`src/rtl/sbc_pkg.sv`:
```
package sbc_pkg;
  typedef enum logic [1:0] {
    ST_RUN     = 2'd0,
    ST_OFF     = 2'd1,
    ST_STANDBY = 2'd2
  } sbc_state_e;

  // control register layout; the bench relies on these positions
  typedef struct packed {
    logic off_en;    // bit 3
    logic cpu_en;    // bit 2
    logic pll_en;    // bit 1
    logic sag_en;    // bit 0
  } sbc_ctrl_t;

  localparam int CTRL_W   = 4;
  localparam int ADR_CTRL = 0;
  localparam int ADR_FLAG = 1;
endpackage

```
`src/rtl/sbc_sync.sv`:
```
module sbc_sync #(
  parameter int W = 2
) (
  input  logic         clk,
  input  logic         rst_n,
  input  logic [W-1:0] d_i,
  output logic [W-1:0] q_o
);
  for (genvar g = 0; g < W; g++) begin : g_bit
    logic s1, s2;
    always_ff @(posedge clk or negedge rst_n) begin
      if (!rst_n) begin
        s1 <= 1'b0;
        s2 <= 1'b0;
      end else begin
        s1 <= d_i[g];
        s2 <= s1;
      end
    end
    assign q_o[g] = s2;
  end
endmodule

```
`src/rtl/sbc_regs.sv`:
```
module sbc_regs
  import sbc_pkg::*;
#(
  parameter int DATA_W = 8,
  parameter int ADDR_W = 2
) (
  input  logic              clk,
  input  logic              rst_n,
  input  logic              we_i,
  input  logic [ADDR_W-1:0] addr_i,
  input  logic [DATA_W-1:0] wdata_i,
  output logic [DATA_W-1:0] rdata_o,
  input  logic              flag_set_i,
  output sbc_ctrl_t         ctrl_o,
  output logic              flag_o
);
  logic wr_ctrl, wr_flag;
  assign wr_ctrl = we_i && (addr_i == ADDR_W'(ADR_CTRL));
  assign wr_flag = we_i && (addr_i == ADDR_W'(ADR_FLAG));

  always_ff @(posedge clk or negedge rst_n) begin
    if (!rst_n) begin
      ctrl_o <= '0;
    end else if (wr_ctrl) begin
      ctrl_o <= sbc_ctrl_t'(wdata_i[CTRL_W-1:0]);
    end
  end

  // set has priority over the write-one-to-clear
  always_ff @(posedge clk or negedge rst_n) begin
    if (!rst_n) begin
      flag_o <= 1'b0;
    end else if (flag_set_i) begin
      flag_o <= 1'b1;
    end else if (wr_flag && wdata_i[0]) begin
      flag_o <= 1'b0;
    end
  end

  always_comb begin
    rdata_o = '0;
    if (addr_i == ADDR_W'(ADR_CTRL)) begin
      rdata_o[CTRL_W-1:0] = ctrl_o;
    end else if (addr_i == ADDR_W'(ADR_FLAG)) begin
      rdata_o[0] = flag_o;
    end
  end
endmodule

```
`src/rtl/sbc_standby.sv`:
```
module sbc_standby
  import sbc_pkg::*;
#(
  parameter int WAIT_CYC = 3276
) (
  input  logic       clk,
  input  logic       rst_n,
  input  logic       off_evt_i,
  output sbc_state_e state_o
);
  localparam int CNT_W = (WAIT_CYC < 2) ? 1 : $clog2(WAIT_CYC);

  logic [CNT_W-1:0] cnt;

  always_ff @(posedge clk or negedge rst_n) begin
    if (!rst_n) begin
      state_o <= ST_RUN;
      cnt     <= '0;
    end else begin
      unique case (state_o)
        ST_RUN: begin
          if (off_evt_i) state_o <= ST_OFF;
        end
        ST_OFF: begin
          if (!off_evt_i) begin
            state_o <= ST_STANDBY;
            cnt     <= '0;
          end
        end
        ST_STANDBY: begin
          if (off_evt_i) begin
            state_o <= ST_OFF;
          end else if (cnt == CNT_W'(WAIT_CYC - 1)) begin
            state_o <= ST_RUN;
          end else begin
            cnt <= cnt + 1'b1;
          end
        end
        default: state_o <= ST_RUN;
      endcase
    end
  end
endmodule

```
`src/rtl/supply_backup_ctrl.sv`:
```
module supply_backup_ctrl
  import sbc_pkg::*;
#(
  parameter int CLK_HZ = 32768,
  parameter int DATA_W = 8,
  parameter int ADDR_W = 2,
  parameter int N_CMOS = 8,
  parameter int N_LCD  = 16,
  parameter int N_OD   = 4
) (
  input  logic              clk,
  input  logic              rst_n,
  input  logic              sag_i,
  input  logic              supply_off_i,
  input  logic              reg_we_i,
  input  logic [ADDR_W-1:0] reg_addr_i,
  input  logic [DATA_W-1:0] reg_wdata_i,
  output logic [DATA_W-1:0] reg_rdata_o,
  input  logic [N_CMOS-1:0] cmos_in_i,
  input  logic [N_LCD-1:0]  lcd_in_i,
  input  logic [N_OD-1:0]   od_pull_i,
  output logic [N_CMOS-1:0] cmos_out_o,
  output logic [N_LCD-1:0]  lcd_out_o,
  output logic [N_OD-1:0]   od_oe_o,
  output logic              cpu_stop_o,
  output logic              pll_off_o,
  output logic              cpu_hold_o
);
  localparam int WAIT_CYC = CLK_HZ / 10;

  logic [1:0] sync_q;
  logic       sag_s, off_s, off_evt, sag_hit, loss_flag;
  sbc_ctrl_t  ctrl;
  sbc_state_e state;

  sbc_sync #(.W(2)) sync_i (
    .clk   (clk),
    .rst_n (rst_n),
    .d_i   ({supply_off_i, sag_i}),
    .q_o   (sync_q)
  );
  assign sag_s = sync_q[0];
  assign off_s = sync_q[1];

  assign off_evt = off_s && ctrl.off_en;
  assign sag_hit = sag_s && ctrl.sag_en;

  sbc_regs #(.DATA_W(DATA_W), .ADDR_W(ADDR_W)) regs_i (
    .clk        (clk),
    .rst_n      (rst_n),
    .we_i       (reg_we_i),
    .addr_i     (reg_addr_i),
    .wdata_i    (reg_wdata_i),
    .rdata_o    (reg_rdata_o),
    .flag_set_i (off_evt),
    .ctrl_o     (ctrl),
    .flag_o     (loss_flag)
  );

  sbc_standby #(.WAIT_CYC(WAIT_CYC)) stby_i (
    .clk       (clk),
    .rst_n     (rst_n),
    .off_evt_i (off_evt),
    .state_o   (state)
  );

  assign cpu_hold_o = (state != ST_RUN);
  assign cpu_stop_o = cpu_hold_o || (sag_hit && ctrl.cpu_en);
  assign pll_off_o  = cpu_hold_o || (sag_hit && ctrl.pll_en);
  assign cmos_out_o = cpu_hold_o ? '0 : cmos_in_i;
  assign lcd_out_o  = cpu_hold_o ? '0 : lcd_in_i;
  assign od_oe_o    = cpu_hold_o ? '0 : od_pull_i;
endmodule

```
`config.mk`:
```
export PLATFORM = sky130hd
export DESIGN_NAME = supply_backup_ctrl
export DESIGN_NICKNAME = d
export VERILOG_FILES = /design/src/rtl/sbc_pkg.sv /design/src/rtl/sbc_sync.sv /design/src/rtl/sbc_regs.sv /design/src/rtl/sbc_standby.sv /design/src/rtl/supply_backup_ctrl.sv
export SDC_FILE = /design/constraint.sdc
export NUM_CORES = 1
export LEC_CHECK = 0
export ABC_CLOCK_PERIOD_IN_PS = 2200
export BUFFER_PORTS_ARGS = -buffer_cell sky130_fd_sc_hd__buf_4
export CAP_MARGIN = 40
export CORE_UTILIZATION = 44
export CTS_CLUSTER_SIZE = 30
export DETAILED_ROUTE_END_ITERATION = 6
export GPL_ROUTABILITY_DRIVEN = 0
export PLACE_DENSITY = 0.92
export SLEW_MARGIN = 20
export SYNTH_ARGS = -nofsm -noshare
export SYNTH_HDL_FRONTEND = slang
export SYNTH_SLANG_ARGS = --single-unit
```
`constraint.sdc`:
```
create_clock -name clk -period 2.2 [get_ports clk]
set_clock_uncertainty 0.2 [all_clocks]
set_input_delay 0.11 -clock clk [delete_from_list [all_inputs] [get_ports clk]]
set_output_delay 0.11 -clock clk [all_outputs]
set_load 0.01 [all_outputs]
```
[After elaboration in Yosys (flattened, before gate mapping)]
Cells that the tools add are included.
Word-level totals
  flip-flop bits (word level): 23
  word-level logic and storage cells: 54
Cells by class
  eq/ne operators: 9
  multiplexer cells: 17
  $add $sub $neg: 1
  reduce and logical (&&, ||, !) cells: 16
Operator list (number)
  12-bit 2-to-1 mux: 3
  12-bit one-hot mux with 2 select lines: 1
  16-bit 2-to-1 mux: 1
  12-bit by 1-bit adder with 12-bit output (second input constant): 1
  12-bit == test (second input constant): 1
  2-bit 2-to-1 mux: 4
  8-bit 2-to-1 mux: 1
  1-bit logical AND: 7
  2-bit != test (second input constant): 3
  2-bit one-hot mux with 3 select lines: 1
  2-bit nonzero test: 3
  2-bit by 1-bit == test with 1-bit output (second input constant): 2
  2-bit zero test: 2
  1-bit 2-to-1 mux: 4
  4-bit 2-to-1 mux: 1
  4-bit AND reduction: 1
  3-bit 2-to-1 mux: 1
  3-bit by 1-bit != test with 1-bit output (second input constant): 1
  3-bit AND reduction: 1
  2-bit == test (second input constant): 1
  1-bit logical OR: 2
  2-bit by 1-bit != test with 1-bit output (second input constant): 1

[Depth between registers and ports, before layout]
Gate-level depths: netlist of run 1.
  word-level depth: 5
  mapped depth: 7
  mapped depth without buffers: 6

[Hierarchy]
A second synthesis of run 1 with hierarchy kept.
Unflattened totals
  cells, all modules: 158
  area total of the unflattened synthesis: 1493.9 µm²
Modules (own cells, without submodules)
  sbc_standby: cells each 91, area each 824.5 µm², seq. area each 350.3 µm², instances 1
  supply_backup_ctrl: cells each 38, area each 279.0 µm², seq. area each 0.0 µm², instances 1
  sbc_regs: cells each 23, area each 275.3 µm², seq. area each 125.1 µm², instances 1
  sbc_sync: cells each 6, area each 115.1 µm², seq. area each 100.1 µm², instances 1

[Least setup slack after synthesis of run 1]
No wires, ideal clock.
  path kind: register to register
  from: register stby_i.cnt[0]
  to: register stby_i.cnt[2]
  path slack: 0.510 ns
  required time: 1.874 ns
  period minus slack after synthesis: 1.690 ns
  arrival time: 1.364 ns
  cell stages (with the launch flop): 6
  cell sequence: dfrtp_1 -> ha_1 -> nand2b_1 -> nor3_2 -> a31o_1 -> a221o_1
Between the ends
  cells in the longest elaborated chain, start to end: 4
  elaborated cells on any way between the ends: 7
  those cells by class: 1 x add/sub; 2 x eq/ne; 3 x mux; 1 x reduce/logical
Ends and longest elaborated chain
  from (decl): line sbc_standby.sv:13  | logic [CNT_W-1:0] cnt;
  from (signal assigned): line sbc_standby.sv:36  | cnt <= cnt + 1'b1;
  12-bit by 1-bit adder with 12-bit output: line sbc_standby.sv:36
  12-bit 2-to-1 mux: line sbc_standby.sv:33  | end else if (cnt == CNT_W'(WAIT_CYC - 1)) begin
  12-bit 2-to-1 mux: line sbc_standby.sv:31  | if (off_evt_i) begin
  12-bit one-hot mux with 2 select lines: line sbc_standby.sv:20  | unique case (state_o)
Several ways; a longest one is shown, not always the timed one. The select of a mux whose other input is x is not followed.
A chain may end at the register's enable or synchronous reset.

[Worst setup path after layout of run 1]
  from: register stby_i.state_o[0]
  to: output lcd_out_o[3]
Between the ends
  cells in the longest elaborated chain, start to end: 2
Ends and longest elaborated chain
  from (decl): line sbc_standby.sv:9  | output sbc_state_e state_o
  from (signal assigned): line sbc_standby.sv:17  | state_o <= ST_RUN;
  from (signal assigned): line sbc_standby.sv:22  | if (off_evt_i) state_o <= ST_OFF;
  from (signal assigned): line sbc_standby.sv:26  | state_o <= ST_STANDBY;
  2-bit nonzero test: line supply_backup_ctrl.sv:67  | assign cpu_hold_o = (state != ST_RUN);
  16-bit 2-to-1 mux: line supply_backup_ctrl.sv:71  | assign lcd_out_o = cpu_hold_o ? '0 : lcd_in_i;
  to (decl): line supply_backup_ctrl.sv:23  | output logic [N_LCD-1:0] lcd_out_o,
No other way between the ends.

==> impl_metrics.py, run 1 <==
metrics = {
    "global_route": {
        "grt_usage": 0.2189,
        "grt_pass1_wl_um": 5616,
        "grt.overflow.total": 0,
        "antenna_found_initial": 0,
        "grt_pass1_vias": 1281,
        "grt_start_max_net_pins": 32,
    },
    "detailed_routing": {
        "drt-wirelength-per-cell_um": 13.33,
        "drc": 0,
        "vias": 1383,
        "drt_iter0_drc": 45,
        "viasPerCell": 5.011,
        "dr.pass1.iters": 4,
        "drt_wl_total_um": 3680,
        "postRouteAntennaNets": 0,
    },
    "cells_and_area": {
        "area_delta_synth_final_pct": 47.31,
        "fin_area_sq_um": 2088,
        "diodes": 0,
        "drive_gt1_frac": 0.3750,
        "final_nets": 277,
        "layout_commonest_cell": "buf_4",
        "fill_cells": 261,
        "mostFrequentLayoutCells": "74 x buf_4, 33 x and2_1, 23 x dfrtp_1",
        "post-route-util": 0.6840,
    },
    "setup_path": {
        "r2r_start": "stby_i.state_o[1]",
        "worstSetupPathType": "flop to output port",
        "arrival_ps": 1600,
        "crit_required_ps": 1890,
        "rrSetupSlack_ps": 330,
        "crit_path_end_kind": "output port",
        "crit_path_start_kind": "flop",
        "r2r-end": "stby_i.cnt[10]",
        "critPathMaxFanout": 31,
        "r2r_cells": 4,
    },
    "cts": {
        "cts_tree": "done",
        "clockBufferDepth": 2,
        "cts_num_sinks": 23,
        "holdBufCountCts": 9,
        "clock_latency_ps": 320,
        "htree_levels": 1,
        "cts_resized": 0,
        "cts_buffers": 3,
        "cts_root_buffer": "clkbuf_4",
        "clkTransAtPathRegs_ps": 120,
        "post_cts_buffers": 0,
    },
    "synthesis": {
        "synth_area_sq_um": 1418,
        "ys_types": 45,
        "async_flop_share": 1.000,
        "syn-instance-count": 152,
        "synth_edf_count": 0,
        "ys_seq_area_frac": 0.4060,
        "ys.flop_type": "dfrtp_1",
        "syn_avg_cell_area_sq_um": 9.326,
        "ys_ff_latch": 23,
        "ys_warn_count": 0,
    },
    "pwr": {
        "irDropWorstVdd_v": 0.0005848,
        "p_leak_nw": 1.049,
        "pwr-share-comb": 0.486,
        "p_sw_frac": 0.3653,
        "sequentialPowerShare": 0.382,
        "p_sw_w": 0.0005360,
        "power_density_nw_per_um2": 702.5,
        "clkPwrFrac": 0.132,
        "intPower_w": 0.0009311,
        "fin_total_pwr_w": 0.001467,
    },
    "floorplanning": {
        "die_w_um": 58.76,
        "die_area_sq_um": 3453,
        "io_pins": 82,
        "core-area_sq_um": 3053,
        "floorplan.rows": 20,
        "start_util": 0.4643,
        "dieHeight_um": 58.76,
    },
    "timing": {
        "period_share": 0.8670,
        "setup_viol": 0,
        "rsz0062_at_grt": "false",
        "setup_tns_ps": 0,
        "fmax_ghz": 0.5243,
        "period_needed_ps": 1907,
        "report.final.slew_viol_count": 0,
        "report.final.hold_viol_count": 0,
    },
    "run": {
        "drv_cap": 0,
    },
    "placement": {
        "placed_cell_area_sq_um": 1971,
        "hpwl_um": 2742,
        "port_buffers": 73,
    },
    "worst_hold_path": {
        "hp-class": "primary input to asynchronous set/reset pin",
    },
    "run_status": {
        "outcome": "finished, final reports clean",
    },
}
==> per-stage QoR <==
stage / worst slack (ps) / hold WS [ps] / std cells
after global placement: 431.8 / -187.7 / 263
after detailed placement: 368.3 / -184.2 / 263
after CTS: 288.4 / 16.86 / 276
after global routing: 186.9 / 17.68 / 276
final: 292.6 / 5.890 / 276
after floorplan: 510.0 / -385.6 / 155
==> logic make-up after synthesis <==
family / synth area share
adders and majority gates: 0.008825
other: 0.002645
muxes: 0.06002
and+or+nand+nor: 0.3389
buffers and inverters: 0.05913
AOI/OAI and AO/OA: 0.1245
DFF: 0.4060
==> worst max-delay path by stage <==
stage	startpoint	end	cells past startpoint
finish	stby_i.state_o[0]	lcd_out_o[3]	4
global route	stby_i.state_o[0]	lcd_out_o[3]	4
CTS	stby_i.state_o[0]	lcd_out_o[3]	4
detailed placement	stby_i.state_o[1]	stby_i.cnt[10]	4
global placement	stby_i.state_o[1]	stby_i.cnt[10]	4
floorplan	stby_i.cnt[0]	stby_i.cnt[2]	5
==> Yosys cell counts (2+ instances only) <==
cell type	n	area [sq um]
o21a_1	2	15.01
and2b_1	2	15.01
a21oi_1	3	15.01
nor2_1	8	30.03
clkbuf_1	2	7.510
nor3_1	2	10.01
nand4b_1	2	17.52
buf_6	2	22.52
nand2_1	11	41.29
mux2_2	4	45.04
and3_1	3	18.77
buf_4	4	30.03
inv_1	4	15.01
nand2b_1	2	12.51
nand3_1	7	35.03
a21boi_0	2	15.01
and2_1	33	206.5
o21ai_0	4	20.02
a2bb2oi_1	2	17.52
dfrtp_1	23	575.6
mux2i_1	4	40.04
nand4_1	3	18.77
==> per-layer routing <==
metal	up-vias	global-route usage	wire length, um	part of all wire
li1	673	-	-	-
met1	641	0.2227	1377	0.37
met2	60	0.4318	1929	0.52
met3	9	0.03077	282	0.077
met4	0	0.1020	91	0.025
met5	-	0	0	0
==> critical path, cell delays in order (launching register included) <==
cell	delay [ps]
dfrtp_1	520
nor2_1	190
buf_4	270
and2_1	180
buf_4	120
==> flip-flops by register name (all words and copies together) (netlist names) <==
register	cells
regs_i.ctrl_o	4
sync_i.g_bit.s2	2
stby_i.state_o	2
stby_i.cnt	12
sync_i.g_bit.s1	2
regs_i.flag_o	1
==> area by class of cell <==
cell class                 instances  area, sq um  share of cell area
multi-input combinational        118        769.5              0.3685
timing repair buffer              83        645.6              0.3092
sequential                        23        575.6              0.2756
tap                               44        55.05             0.02636
clock buffer                       3        22.52             0.01078
inverter                           4        15.01            0.007190
clock inverter                     1        5.005            0.002397
==> power by group through the flow <==
stage | combinational, W | clock [W] | sequential (W)
finish | 0.000714 | 0.000193 | 0.000560
global route | 0.000784 | 0.000209 | 0.000572
CTS | 0.000720 | 0.000192 | 0.000559
detailed placement | 0.000707 | 0 | 0.000568
global placement | 0.000692 | 0 | 0.000560
floorplan | 0.000429 | 0 | 0.000534
(Power assumes the default switching activity.)
==> run 2: changes to the inputs <==
Settings changed: BUFFER_PORTS_ARGS -buffer_cell sky130_fd_sc_hd__buf_4 to -buffer_cell sky130_fd_sc_hd__buf_2, CORE_MARGIN from default to 2, PLACE_DENSITY 0.92 to 0.91, SYNTH_HIERARCHICAL from default to 1.
==> run 2 against run 1 <==
Net effect: non-clock buffer count grew 3; critical path type is now flop to flop; design area decreased by 5.4%; setup slack improved by 19 ps; via count grew 7.0%; count of clock-buffer cells in the layout unchanged; synthesized cell count is 3.9% higher.
==> impl_metrics.py, run 2 <==
metrics = {
    "cts": {
        "clkTransAtPathRegs_ps": 110,
        "cts_buffers": 3,
        "htree_levels": 1,
        "post_cts_buffers": 0,
        "clock_latency_ps": 310,
        "cts_num_sinks": 23,
        "cts_root_buffer": "clkbuf_4",
        "clockBufferDepth": 2,
        "cts_tree": "done",
    },
    "placement": {
        "port_buffers": 73,
        "dp_cells": 269,
        "hpwl_um": 2592,
        "place_ws_ps": 330.3,
    },
    "synthesis": {
        "ys_types": 41,
        "ys.flop_type": "dfrtp_1",
        "yosysMostFrequentCell": "nor3b_1",
        "synthTopCellsByCount": "29 x nor3b_1, 23 x dfrtp_1, 12 x inv_1, 8 x nand3_1, 7 x nand2_1",
        "synth_area_leaders": "dfrtp_1 39%, nor3b_1 15%, buf_4 3.0%",
        "ys_seq_area_frac": 0.3853,
        "ys_ff_latch": 23,
        "async_flop_share": 1.000,
        "syn_avg_cell_area_sq_um": 9.455,
        "ys_warn_count": 6,
        "netlist.top_cell.by_area": "dfrtp_1",
        "syn-instance-count": 158,
        "synth_edf_count": 0,
        "synth_top_area_share": 0.3853,
        "synth_area_sq_um": 1494,
    },
    "pwr": {
        "fin_total_pwr_w": 0.001328,
        "clkPwrFrac": 0.142,
        "p_sw_w": 0.0005172,
        "pwr-share-comb": 0.464,
        "intPower_w": 0.0008112,
        "sequentialPowerShare": 0.394,
        "irDropWorstVdd_v": 0.0004980,
        "p_sw_frac": 0.3893,
        "p_leak_nw": 0.9234,
        "power_density_nw_per_um2": 672.4,
    },
    "detailed_routing": {
        "drt_iter0_drc": 65,
        "drc": 0,
        "dr.pass1.iters": 4,
        "postRouteAntennaNets": 0,
        "vias": 1480,
        "viasPerCell": 5.248,
        "drt_wl_total_um": 3614,
        "drt-wirelength-per-cell_um": 12.82,
    },
    "global_route": {
        "grt.overflow.total": 0,
        "grt_pass1_vias": 1349,
        "grt_usage": 0.1929,
        "antenna_found_initial": 0,
        "grt_start_max_net_pins": 33,
        "grt_pass1_wl_um": 6237,
    },
    "cells_and_area": {
        "mostFrequentLayoutCells": "73 x buf_2, 29 x nor3b_1, 23 x dfrtp_1",
        "top_register": "stby_i/cnt",
        "layout_commonest_cell": "buf_2",
        "largest_register_ffs": 12,
        "layoutNonFillerInstCount": 282,
        "drive_gt1_frac": 0.3898,
        "area_delta_synth_final_pct": 32.24,
        "reg_top3": "stby_i/cnt: 12 flops, regs_i/ctrl_o: 4 flops",
        "diodes": 0,
        "final_nets": 281,
    },
    "timing": {
        "report.final.hold_viol_count": 0,
        "fmax_ghz": 0.5296,
        "report.final.slew_viol_count": 0,
        "period_needed_ps": 1888,
        "setup_tns_ps": 0,
        "setup_viol": 0,
        "rsz0062_at_grt": "false",
        "period_share": 0.8583,
        "timing.final.ws_setup_ps": 311.8,
    },
    "floorplanning": {
        "io_pins": 82,
        "die_area_sq_um": 3878,
        "dieHeight_um": 62.27,
        "start_util": 0.4512,
        "die_w_um": 62.27,
        "core-area_sq_um": 3311,
        "floorplan.rows": 21,
    },
    "setup_path": {
        "crit_required_ps": 2230,
        "arrival_ps": 1920,
        "worstSetupPathType": "flop to flop",
        "crit_path_end_kind": "flop",
        "rrSetupSlack_ps": 310,
        "critPathMaxFanout": 13,
        "crit_path_start_kind": "flop",
    },
    "run_status": {
        "outcome": "finished, final reports clean",
    },
    "run": {
        "drv_cap": 0,
    },
    "worst_hold_path": {
        "hp-class": "primary input to flop",
    },
}
run 2: path summary, 6_finish.rpt:
kind,start,depth (start not counted),to
setup / recovery,stby_i/cnt[0],5,stby_i/cnt[1]
hold / removal,reg_addr_i[1],3,regs_i/ctrl_o[0]
min in group asynchronous,rst_n,2,stby_i/cnt[4]
setup reg to reg,stby_i/cnt[0],5,stby_i/cnt[1]
hold reg to reg,sync_i/g_bit[1].s1,0,sync_i/g_bit[1].s2
max in group asynchronous,rst_n,2,regs_i/flag_o
run 2: layout make-up:
class | instances | area, sq um
Fill cell | 279 | 1335
Clock inverter | 1 | 5.005
Sequential cell | 23 | 575.6
Inverter | 12 | 45.04
Timing Repair Buffer | 86 | 485.5
Tap cell | 46 | 57.56
Multi-Input combinational cell | 111 | 784.5
Clock buffer | 3 | 22.52
run 2: through the flow:
step	hold slack [ps]	instance area (sq um)	utilization
2_1_floorplan	-385.6	1505	-
3_3_place_gp	-103.5	1858	0.5612
3_5_place_dp	-96.41	1858	0.5612
4_1_cts	42.89	1976	0.5968
5_1_grt	43.39	1976	0.5968
6_report	50.68	1976	0.5968
run 2: layer usage:
metal | track usage | wire length, um
met2 | 0.3451 | 1802
met3 | 0.03804 | 350
met1 | 0.2357 | 1422
met5 | 0 | 0
met4 | 0.05556 | 38
run 2: cells by family after synthesis:
| group | share of synthesized area |
|---|---|
| fa+ha+maj | 0.008374 |
| compound gates | 0.1415 |
| mux | 0.04355 |
| buf+inv | 0.09715 |
| other cells | 0.002510 |
| flops | 0.3853 |
| simple gates | 0.3216 |
run 2: critical path, stage by stage (launching register included):
cell	delay, ps
dfrtp_1	420
ha_1	250
and4_1	220
a31oi_1	140
o21ba_2	370
mux2i_1	220
run 2: power by group through the flow:
stage	Sequential [W]	Combinational [W]	Clock [W]
CTS	0.000524	0.000617	0.000193
global route	0.000532	0.000687	0.000217
global placement	0.000528	0.000590	0
floorplan	0.000520	0.000402	0
detailed placement	0.000533	0.000603	0
finish	0.000524	0.000616	0.000188
run 2: what timing repair did:
item | 4_1_cts | 5_1_grt
hold buffers | 9 | 0
gates resized for setup | 0 | 0
endpoints found under the hold margin | 30 | 0
==> run 3: changes to the inputs <==
==> constraint.sdc (replaced) <==
create_clock -name clk -period 2.2 [get_ports clk]
set_clock_uncertainty 0.2 [all_clocks]
set_input_delay 0.66 -clock clk [delete_from_list [all_inputs] [get_ports clk]]
set_output_delay 0.66 -clock clk [all_outputs]
set_load 0.01 [all_outputs]
==> run 3 against run 2 <==
Net effect: the run now ends with negative setup slack left; global-route usage shrank 1.3 points; clock power grew 3%; fmax shrank 15%.
==> impl_metrics.py, run 3 (synthesis results as in run 2) <==
metrics = {
    "pwr": {
        "irDropWorstVdd_v": 0.0004468,
        "p_leak_nw": 1.016,
        "power_density_nw_per_um2": 700.6,
    },
    "cells_and_area": {
        "area_delta_synth_final_pct": 44.22,
        "final_nets": 279,
        "reg_top3": "stby_i/cnt: 12 flops, regs_i/ctrl_o: 4 flops",
        "largest_register_ffs": 12,
        "mostFrequentLayoutCells": "72 x buf_2, 25 x nor3b_2, 22 x dfrtp_1",
        "fill_cells": 253,
        "diodes": 0,
        "drive_gt1_frac": 0.5513,
        "layout_commonest_cell": "buf_2",
        "top_register": "stby_i/cnt",
        "fin_area_sq_um": 2155,
        "multi_input_area_sq_um": 948.4,
        "seq_area_sq_um": 576.8,
    },
    "cts": {
        "cts_root_buffer": "clkbuf_4",
        "clkTransAtPathRegs_ps": 130,
        "holdBufCountCts": 0,
        "cts_tree": "done",
        "cts_num_sinks": 23,
        "clock_latency_ps": 310,
        "clockBufferDepth": 2,
        "htree_levels": 1,
        "cts_buffers": 3,
    },
    "timing": {
        "report.final.slew_viol_count": 0,
        "rsz0062_at_grt": "true",
        "holdWs_ps": 89.11,
        "report.final.hold_viol_count": 0,
        "period_needed_ps": 2210,
        "timing.final.ws_setup_ps": -9.653,
        "fmax_ghz": 0.4526,
        "setup_viol": 1,
        "period_share": 1.004,
    },
    "detailed_routing": {
        "drc": 0,
        "vias": 1519,
        "postRouteAntennaNets": 0,
        "drt_wl_total_um": 3664,
        "drt_iter0_drc": 67,
        "dr.pass1.iters": 4,
        "viasPerCell": 5.425,
        "drt-wirelength-per-cell_um": 13.09,
    },
    "global_route": {
        "grt_usage": 0.1802,
        "grt_pass1_wl_um": 5871,
        "antenna_found_initial": 0,
        "grt_start_max_net_pins": 30,
        "grt.overflow.total": 0,
        "grt_pass1_vias": 1415,
    },
    "setup_path": {
        "rrSetupSlack_ps": 260,
        "r2r_cells": 6,
        "crit_required_ps": 1340,
        "arrival_ps": 1350,
        "critPathMaxFanout": 5,
        "startpoint": "stby_i/state_o[1]",
        "worstSetupPathType": "flop to output port",
        "crit_path_end_kind": "output port",
        "r2r_start": "stby_i/state_o[0]",
        "crit_path_start_kind": "flop",
        "r2r-end": "stby_i/cnt[1]",
    },
    "floorplanning": {
        "die_w_um": 62.27,
        "floorplan.rows": 21,
        "die_area_sq_um": 3878,
        "start_util": 0.4512,
        "io_pins": 82,
        "core-area_sq_um": 3311,
        "dieHeight_um": 62.27,
    },
    "run_status": {
        "outcome": "finished with violations",
        "violations": "negative setup slack",
    },
    "placement": {
        "hpwl_um": 2574,
        "port_buffers": 73,
        "placed_cell_area_sq_um": 1881,
    },
    "run": {
        "drv_cap": 0,
    },
    "worst_hold_path": {
        "hp-class": "primary input to asynchronous set/reset pin",
    },
}
==> run 3: cell count changes in the layout (fill, tap and decap cells not counted), moves of 3 or more <==
cell,before,now
nor3b_1,29,1
nor3b_4,1,4
dlygate4sd3_1,9,0
buf_6,0,5
nor3b_2,0,25
==> run 3: area by class of cell <==
class,count,share of cell area
multi-input combinational,111,0.4402
sequential,23,0.2677
timing repair buffer,84,0.2317
tap,46,0.02671
inverter,12,0.02091
clock buffer,3,0.01045
clock inverter,1,0.002323
==> run 3: report_power, final <==
group          switching (W)  total (W)  internal, W
logic               0.000412   0.000795     0.000382
clock network       0.000125   0.000193    0.0000679
registers          0.0000478   0.000522     0.000474
==> run 3: metrics by stage <==
| stage | utilization | total power [W] | std cells | setup WS, ps | setup TNS, ps |
|---|---|---|---|---|---|
| final | 0.6508 | 0.001510 | 280 | -9.653 | -9.653 |
| after detailed placement | 0.5680 | 0.001149 | 272 | 88.38 | 0 |
| after global routing | 0.6508 | 0.001603 | 280 | -68.43 | -430.5 |
| after global placement | 0.5680 | 0.001139 | 272 | 138.4 | 0 |
| after CTS | 0.5850 | 0.001360 | 277 | -9.080 | -9.080 |
| after floorplan | - | 0.0009211 | 161 | 373.6 | 0 |
==> run 3: worst max-delay path by stage <==
stage,to
2_1_floorplan,cmos_out_o[0]
3_3_place_gp,lcd_out_o[2]
3_5_place_dp,reg_rdata_o[3]
4_1_cts,cpu_hold_o
5_1_grt,cmos_out_o[0]
6_report,cpu_stop_o
==> run 3: per-layer routing <==
metal | GRT usage | vias up | part of all wire
li1 | - | 724 | -
met1 | 0.2058 | 705 | 0.39
met2 | 0.3166 | 79 | 0.50
met3 | 0.03986 | 11 | 0.089
met4 | 0.09167 | 0 | 0.023
met5 | 0 | - | 0
==> run 3: critical path, cell delays in order, from the launching register on <==
cell and delay, ps:
dfrtp_1 440, buf_6 140, a311o_1 310, buf_2 140
==> run 3: timing repair <==
| item | in CTS | in global routing |
|---|---|---|
| cloned | 0 | 1 |
| pin swaps | 0 | 3 |
| buffers inserted | 1 | 2 |
| resized for setup | 5 | 37 |
| endpoints found under the setup margin | 4 | 28 |
